<file path="src/rtl/wdog_pkg.sv">
package wdog_pkg;
  // Number of bits in one period code (sixteen choices).
  localparam int SEL_W = 4;

  // Byte offsets of the mapped registers.
  localparam logic [7:0] OFS_CTRL  = 8'h00;
  localparam logic [7:0] OFS_RANGE = 8'h04;
  localparam logic [7:0] OFS_COUNT = 8'h08;
  localparam logic [7:0] OFS_KICK  = 8'h0C;

  typedef struct packed {
    logic [SEL_W-1:0] init_sel;   // bits 7:4
    logic [SEL_W-1:0] run_sel;    // bits 3:0
  } range_t;

  // Cycle count selected by a period code.
  function automatic logic [63:0] wd_period(input int unsigned base_exp,
                                            input logic [SEL_W-1:0] sel);
    return 64'd1 << (base_exp + 32'(sel));
  endfunction
endpackage

</file>
<file path="src/rtl/wdog_regs.sv">
module wdog_regs
  import wdog_pkg::*;
#(
  parameter int          ADDR_W      = 4,
  parameter int          DATA_W      = 32,
  parameter int          CNT_W       = 32,
  parameter int unsigned RESTART_KEY = 32'h76
) (
  input  logic              clk_i,
  input  logic              rst_ni,
  input  logic              req_i,
  input  logic              we_i,
  input  logic [ADDR_W-1:0] addr_i,
  input  logic [DATA_W-1:0] wdata_i,
  input  logic [CNT_W-1:0]  count_i,
  output logic [DATA_W-1:0] rdata_o,
  output logic              armed_o,
  output logic              warn_mode_o,
  output range_t            range_o,
  output logic              arm_o,
  output logic              kick_ok_o,
  output logic              kick_bad_o
);
  localparam logic [ADDR_W-1:0] A_CTRL  = ADDR_W'(OFS_CTRL);
  localparam logic [ADDR_W-1:0] A_RANGE = ADDR_W'(OFS_RANGE);
  localparam logic [ADDR_W-1:0] A_COUNT = ADDR_W'(OFS_COUNT);
  localparam logic [ADDR_W-1:0] A_KICK  = ADDR_W'(OFS_KICK);
  localparam logic [DATA_W-1:0] KEY_W   = DATA_W'(RESTART_KEY);
  localparam int                RANGE_W = 2 * SEL_W;

  logic        armed_q, warn_q;
  range_t      range_q;
  logic [DATA_W-1:0] rdata_q, rd_mux;
  logic wr_ctrl, wr_range, wr_kick, rd_en, key_match;

  assign wr_ctrl   = req_i & we_i & (addr_i == A_CTRL);
  assign wr_range  = req_i & we_i & (addr_i == A_RANGE);
  assign wr_kick   = req_i & we_i & (addr_i == A_KICK);
  assign rd_en     = req_i & ~we_i;
  assign key_match = (wdata_i == KEY_W);

  // Named events for the counter, the response logic and the checker.
  assign arm_o      = wr_ctrl & wdata_i[0] & ~armed_q;
  assign kick_ok_o  = wr_kick & key_match & armed_q;
  assign kick_bad_o = wr_kick & ~key_match;

  always_comb begin
    rd_mux = '0;
    if (addr_i == A_CTRL)       rd_mux = DATA_W'({warn_q, armed_q});
    else if (addr_i == A_RANGE) rd_mux = DATA_W'(range_q);
    else if (addr_i == A_COUNT) rd_mux = DATA_W'(count_i);
  end

  always_ff @(posedge clk_i or negedge rst_ni) begin
    if (!rst_ni) begin
      armed_q <= 1'b0;
      warn_q  <= 1'b0;
      range_q <= '0;
      rdata_q <= '0;
    end else begin
      if (wr_ctrl) begin
        armed_q <= armed_q | wdata_i[0];
        warn_q  <= wdata_i[1];
      end
      if (wr_range) range_q <= range_t'(wdata_i[RANGE_W-1:0]);
      if (rd_en)    rdata_q <= rd_mux;
    end
  end

  assign rdata_o     = rdata_q;
  assign armed_o     = armed_q;
  assign warn_mode_o = warn_q;
  assign range_o     = range_q;
endmodule

</file>
<file path="src/rtl/wdog_counter.sv">
module wdog_counter
  import wdog_pkg::*;
#(
  parameter int BASE_EXP = 16,
  parameter int CNT_W    = 32
) (
  input  logic             clk_i,
  input  logic             rst_ni,
  input  logic             armed_i,
  input  logic             arm_i,
  input  logic             kick_i,
  input  range_t           range_i,
  output logic [CNT_W-1:0] count_o,
  output logic             expire_o
);
  localparam logic [CNT_W-1:0] ONE = CNT_W'(1);

  logic [CNT_W-1:0] cnt_q, init_len, run_len;

  assign init_len = CNT_W'(wd_period(BASE_EXP, range_i.init_sel));
  assign run_len  = CNT_W'(wd_period(BASE_EXP, range_i.run_sel));

  // A valid restart in the expiry cycle takes priority.
  assign expire_o = armed_i & (cnt_q == ONE) & ~kick_i;

  always_ff @(posedge clk_i or negedge rst_ni) begin
    if (!rst_ni)                cnt_q <= '0;
    else if (arm_i)             cnt_q <= init_len;
    else if (kick_i | expire_o) cnt_q <= run_len;
    else if (armed_i)           cnt_q <= cnt_q - ONE;
  end

  assign count_o = cnt_q;
endmodule

</file>
<file path="src/rtl/wdog_resp.sv">
module wdog_resp #(
  parameter int RST_PULSE = 16
) (
  input  logic clk_i,
  input  logic rst_ni,
  input  logic expire_i,
  input  logic warn_mode_i,
  input  logic kick_i,
  output logic bark_o,
  output logic bite_o,
  output logic irq_o,
  output logic sys_rst_o
);
  localparam int PW_W = $clog2(RST_PULSE + 1);
  localparam logic [PW_W-1:0] PW_LEN = PW_W'(RST_PULSE);

  logic            irq_q;
  logic [PW_W-1:0] pw_q;

  assign bark_o = expire_i & warn_mode_i & ~irq_q;
  assign bite_o = expire_i & ~bark_o;

  always_ff @(posedge clk_i or negedge rst_ni) begin
    if (!rst_ni) begin
      irq_q <= 1'b0;
      pw_q  <= '0;
    end else begin
      if (kick_i)      irq_q <= 1'b0;
      else if (bark_o) irq_q <= 1'b1;
      if (bite_o)              pw_q <= PW_LEN;
      else if (pw_q != '0)     pw_q <= pw_q - PW_W'(1);
    end
  end

  assign irq_o     = irq_q;
  assign sys_rst_o = (pw_q != '0);
endmodule

</file>
<file path="src/rtl/wdog_top.sv">
module wdog_top
  import wdog_pkg::*;
#(
  parameter int          ADDR_W      = 4,
  parameter int          DATA_W      = 32,
  parameter int          BASE_EXP    = 16,
  parameter int          RST_PULSE   = 16,
  parameter int unsigned RESTART_KEY = 32'h76
) (
  input  logic              clk_i,
  input  logic              rst_ni,
  input  logic              req_i,
  input  logic              we_i,
  input  logic [ADDR_W-1:0] addr_i,
  input  logic [DATA_W-1:0] wdata_i,
  output logic [DATA_W-1:0] rdata_o,
  output logic              irq_o,
  output logic              sys_rst_o
);
  localparam int CNT_W = BASE_EXP + (1 << SEL_W);

  logic             armed, warn_mode, arm_ev, kick_ok, kick_bad;
  logic             expire_ev, bark_ev, bite_ev;
  range_t           range_cfg;
  logic [CNT_W-1:0] cnt_val;

  wdog_regs #(
    .ADDR_W(ADDR_W), .DATA_W(DATA_W), .CNT_W(CNT_W), .RESTART_KEY(RESTART_KEY)
  ) u_regs (
    .clk_i(clk_i), .rst_ni(rst_ni), .req_i(req_i), .we_i(we_i),
    .addr_i(addr_i), .wdata_i(wdata_i), .count_i(cnt_val),
    .rdata_o(rdata_o), .armed_o(armed), .warn_mode_o(warn_mode),
    .range_o(range_cfg), .arm_o(arm_ev), .kick_ok_o(kick_ok),
    .kick_bad_o(kick_bad)
  );

  wdog_counter #(.BASE_EXP(BASE_EXP), .CNT_W(CNT_W)) u_cnt (
    .clk_i(clk_i), .rst_ni(rst_ni), .armed_i(armed), .arm_i(arm_ev),
    .kick_i(kick_ok), .range_i(range_cfg), .count_o(cnt_val),
    .expire_o(expire_ev)
  );

  wdog_resp #(.RST_PULSE(RST_PULSE)) u_resp (
    .clk_i(clk_i), .rst_ni(rst_ni), .expire_i(expire_ev),
    .warn_mode_i(warn_mode), .kick_i(kick_ok), .bark_o(bark_ev),
    .bite_o(bite_ev), .irq_o(irq_o), .sys_rst_o(sys_rst_o)
  );
endmodule

</file>
<file path="config.mk">
export PLATFORM = sky130hd
export DESIGN_NAME = wdog_top
export DESIGN_NICKNAME = d
export VERILOG_FILES = /design/src/rtl/wdog_pkg.sv /design/src/rtl/wdog_regs.sv /design/src/rtl/wdog_counter.sv /design/src/rtl/wdog_resp.sv /design/src/rtl/wdog_top.sv
export SDC_FILE = /design/constraint.sdc
export NUM_CORES = 1
export LEC_CHECK = 0
export ABC_AREA = 1
export BUFFER_PORTS_ARGS = -buffer_cell sky130_fd_sc_hd__buf_4
export CAP_MARGIN = 20
export CORE_MARGIN = 10
export CORE_UTILIZATION = 55
export CTS_CLUSTER_SIZE = 40
export DETAILED_ROUTE_END_ITERATION = 8
export PLACE_DENSITY_LB_ADDON = 0.12
export RECOVER_POWER = 50
export SYNTH_ARGS = -nofsm -noshare
export SYNTH_HDL_FRONTEND = slang
export SYNTH_SLANG_ARGS = --single-unit
export TNS_END_PERCENT = 1
</file>
<file path="constraint.sdc">
create_clock -name clk_i -period 2.5 [get_ports clk_i]
set_clock_uncertainty 0.15 [all_clocks]
set_input_delay 0.5 -clock clk_i [delete_from_list [all_inputs] [get_ports clk_i]]
set_output_delay 0.5 -clock clk_i [all_outputs]
set_load 0.05 [all_outputs]
</file>
==> impl_metrics.toml <==
[synth]
ys_ff_latch = 80
synth_cell_types = 36
avgSynthCellArea_um2 = 6.94
async_flop_share = 1.00
synth_edf_count = 0
syn_nets = 802
syn_area_um2 = 5260
ys_warn_count = 0
yosysTopAreaCellShare = 0.381
postSynthCellCount = 758
yosys-top-cells-area = "dfrtp_1 (38%), nand2_1 (15%), nor2_1 (8.2%)"
synth_top_cell_by_area = "dfrtp_1"
synthFlopType = "dfrtp_1"
synth_seq_area_share = 0.381

[clocking]
cts_tree = "yes"
cts_buffers = 9
cts_resized = 0
post_cts_buffers = 0
clk_path_buf_depth = 2
ctsHoldBuffers = 1
clockRootBuffer = "clkbuf_8"
clk_pin_slew_worst_paths_ns = 0.09
h-tree-depth = 3
clock_sinks = 80
clk_latency_ns = 0.37

[sta]
fin_crit_sh = 0.959
slew_violations = 60
setup_viol = 0
max_freq_mhz = 417
final_hold_viol_count = 0
rsz0062_at_grt = "no"
post-route-min-period_ns = 2.40
tns_ns = 0
fin_hold_ws_ns = 0.260
worst_slew_pin_slew_ns = 1.58
relSlewSlack = -0.0545

[place]
gp_congestion = 0.939
portBuffers = 73
dp_hpwl_mm = 11.6

[global_routing]
grt_use_total = 0.217
grt_antenna_before_repair = 0
grt-ovfl-total = 0
grt_pass1_vias = 5166
grt_max_degree = 60
grt_pass1_wl_mm = 25.3

[run_status]
failed_checks = "max-capacitance violations, max-slew violations"
outcome = "complete, but fails checks"

[worst_setup_path]
reg2regPathDepth = 12
startpoint_type = "flip-flop"
end_kind = "primary output"
path_cells = "inv_1, ha_1, inv_1, nor4_1, buf_4, inv_1, buf_4"
cp_common_cell = "inv_1"
r2r_slack_ns = 0.32
crit_fanout = 5
worstReg2RegStart = "u_regs.armed_o"
critPathSlowestCell = "dfrtp_1"
cp.arrival_ns = 1.75
reg2reg_to = "u_cnt.count_o[26]"
path_class = "reg2out"
max_stage_delay_ns = 0.41
startpoint = "u_resp.pw_q[0]"
worstPathRequired_ns = 1.85

[finish]
drive_gt1_frac = 0.160
nets = 875
diodes = 0
fin_util = 0.659
multi_input_area_um2 = 2790
areaGrowthSynthToFinish_pct = 16.3
n_fill_cell = 858
regArea_um2 = 2000

[detailed_routing]
drt_wl_total_mm = 15.1
drc = 0
first_pass_iters = 5
wl_per_cell_um = 15.7
routed_via_density = 5.46
routed-via-count = 5273
postRouteAntennaNets = 0
drt-initial-drc-count = 478

[floorplanning]
rows = 35
initial_core_util = 0.566
ios = 74
coreArea_um2 = 9280
chipHeight_um = 118
chipWidth_um = 118
dieArea_um2 = 13900

[flow_run]
cap_violations = 1

[power_and_ir_drop]
power_per_cell_area_nw_per_um2 = 810
leakage_nw = 3.08
vdd_drop_max_mv = 0.538

[hold_path]
worstHoldPathCells = 3
hold_end = "u_regs.range_o[5]"
hp-start = "wdata_i[5]"
worstHoldPathType = "in2reg"
worst max-delay path, delay by kind of cell, from the launching register on:
family,cells,cell delay [ns]
DFF,1,0.41
buffers and inverters,5,0.59
and+or+nand+nor,1,0.23
adders and majority gates,1,0.15
metal layers:
| metal | GRT usage | wire length [um] | up-vias | part of all wire |
|---|---|---|---|---|
| met4 | 0.0966 | 525 | 0 | 0.035 |
| li1 | - | - | 2589 | - |
| met1 | 0.269 | 6460 | 2422 | 0.43 |
| met5 | 0 | 0 | - | 0 |
| met3 | 0.0475 | 1170 | 33 | 0.078 |
| met2 | 0.353 | 6950 | 229 | 0.46 |
area by class of cell:
type | count | share of cell area
repair buffers | 84 | 0.0966
inverters | 94 | 0.0581
multi-input cells | 562 | 0.456
flip-flops and latches | 80 | 0.327
clock inverters | 6 | 0.0149
well taps | 129 | 0.0264
clock buffers | 10 | 0.0209
cell usage in the layout (no fill, tap or decap), types with 10 or more instances in the layout:
| master | netlist | final |
|---|---|---|
| nand2_2 | 11 | 11 |
| nand4_1 | 9 | 10 |
| nor2_1 | 115 | 115 |
| nor2_2 | 10 | 10 |
| o21ai_0 | 30 | 30 |
| nand3_1 | 59 | 59 |
| buf_4 | 1 | 65 |
| o22ai_1 | 16 | 16 |
| o31ai_1 | 23 | 23 |
| nand2_1 | 205 | 205 |
| xor2_1 | 13 | 13 |
| dfrtp_1 | 80 | 80 |
| nor3_1 | 16 | 16 |
| inv_1 | 87 | 88 |
| a21oi_1 | 12 | 12 |
| clkbuf_1 | 14 | 15 |
synthesized netlist by cell type, types with 3 or more instances:
library cell	number
nand3_1	59
nor3_1	16
nor2_2	10
nand4_1	9
a31oi_1	3
a21oi_2	6
ha_1	4
nor2_4	6
clkbuf_1	14
o21ai_0	30
o22ai_1	16
nand2_1	205
nand2_2	11
buf_2	5
nand3_2	7
a22oi_1	3
a21oi_1	12
nor2_1	115
nor2_8	3
o31ai_1	23
dfrtp_1	80
inv_2	4
inv_1	87
xor2_1	13
worst max-delay path by stage:
stage / cells past startpoint / end
6_report: 7 / sys_rst_o
5_1_grt: 7 / sys_rst_o
3_5_place_dp: 12 / u_cnt.count_o[26]
4_1_cts: 7 / sys_rst_o
3_3_place_gp: 12 / u_cnt.count_o[26]
2_1_floorplan: 5 / sys_rst_o
state kept, by name, summed over array words and instances (netlist names):
signal / flops
u_resp.pw_q: 5
u_resp.irq_o: 1
u_regs.rdata_o: 32
u_regs.armed_o: 1
u_regs.warn_mode_o: 1
u_cnt.count_o: 32
u_regs.range_o: 8
logic make-up after synthesis:
family,synth area share
xor+xnor,0.0233
simple gates,0.384
fa+ha+maj,0.00952
buf+inv,0.0880
compound gates,0.114
flops,0.381
through the flow:
stage	setup slack, ns	power (W)	instance area, um^2	cells
6_report	0.103	0.00495	6120	965
5_1_grt	0.0268	0.00529	6120	965
4_1_cts	0.109	0.00494	6190	965
3_5_place_dp	0.376	0.00385	5960	948
3_3_place_gp	0.387	0.00379	5960	948
2_1_floorplan	0.410	0.00329	5260	758
where the power goes:
| group | switching, W | internal [W] | total [W] |
|---|---|---|---|
| logic | 0.00129 | 0.000684 | 0.00198 |
| clock network | 0.000521 | 0.000569 | 0.00109 |
| registers | 0.000340 | 0.00155 | 0.00189 |
No activity file was read; power rests on OpenSTA's default activity.
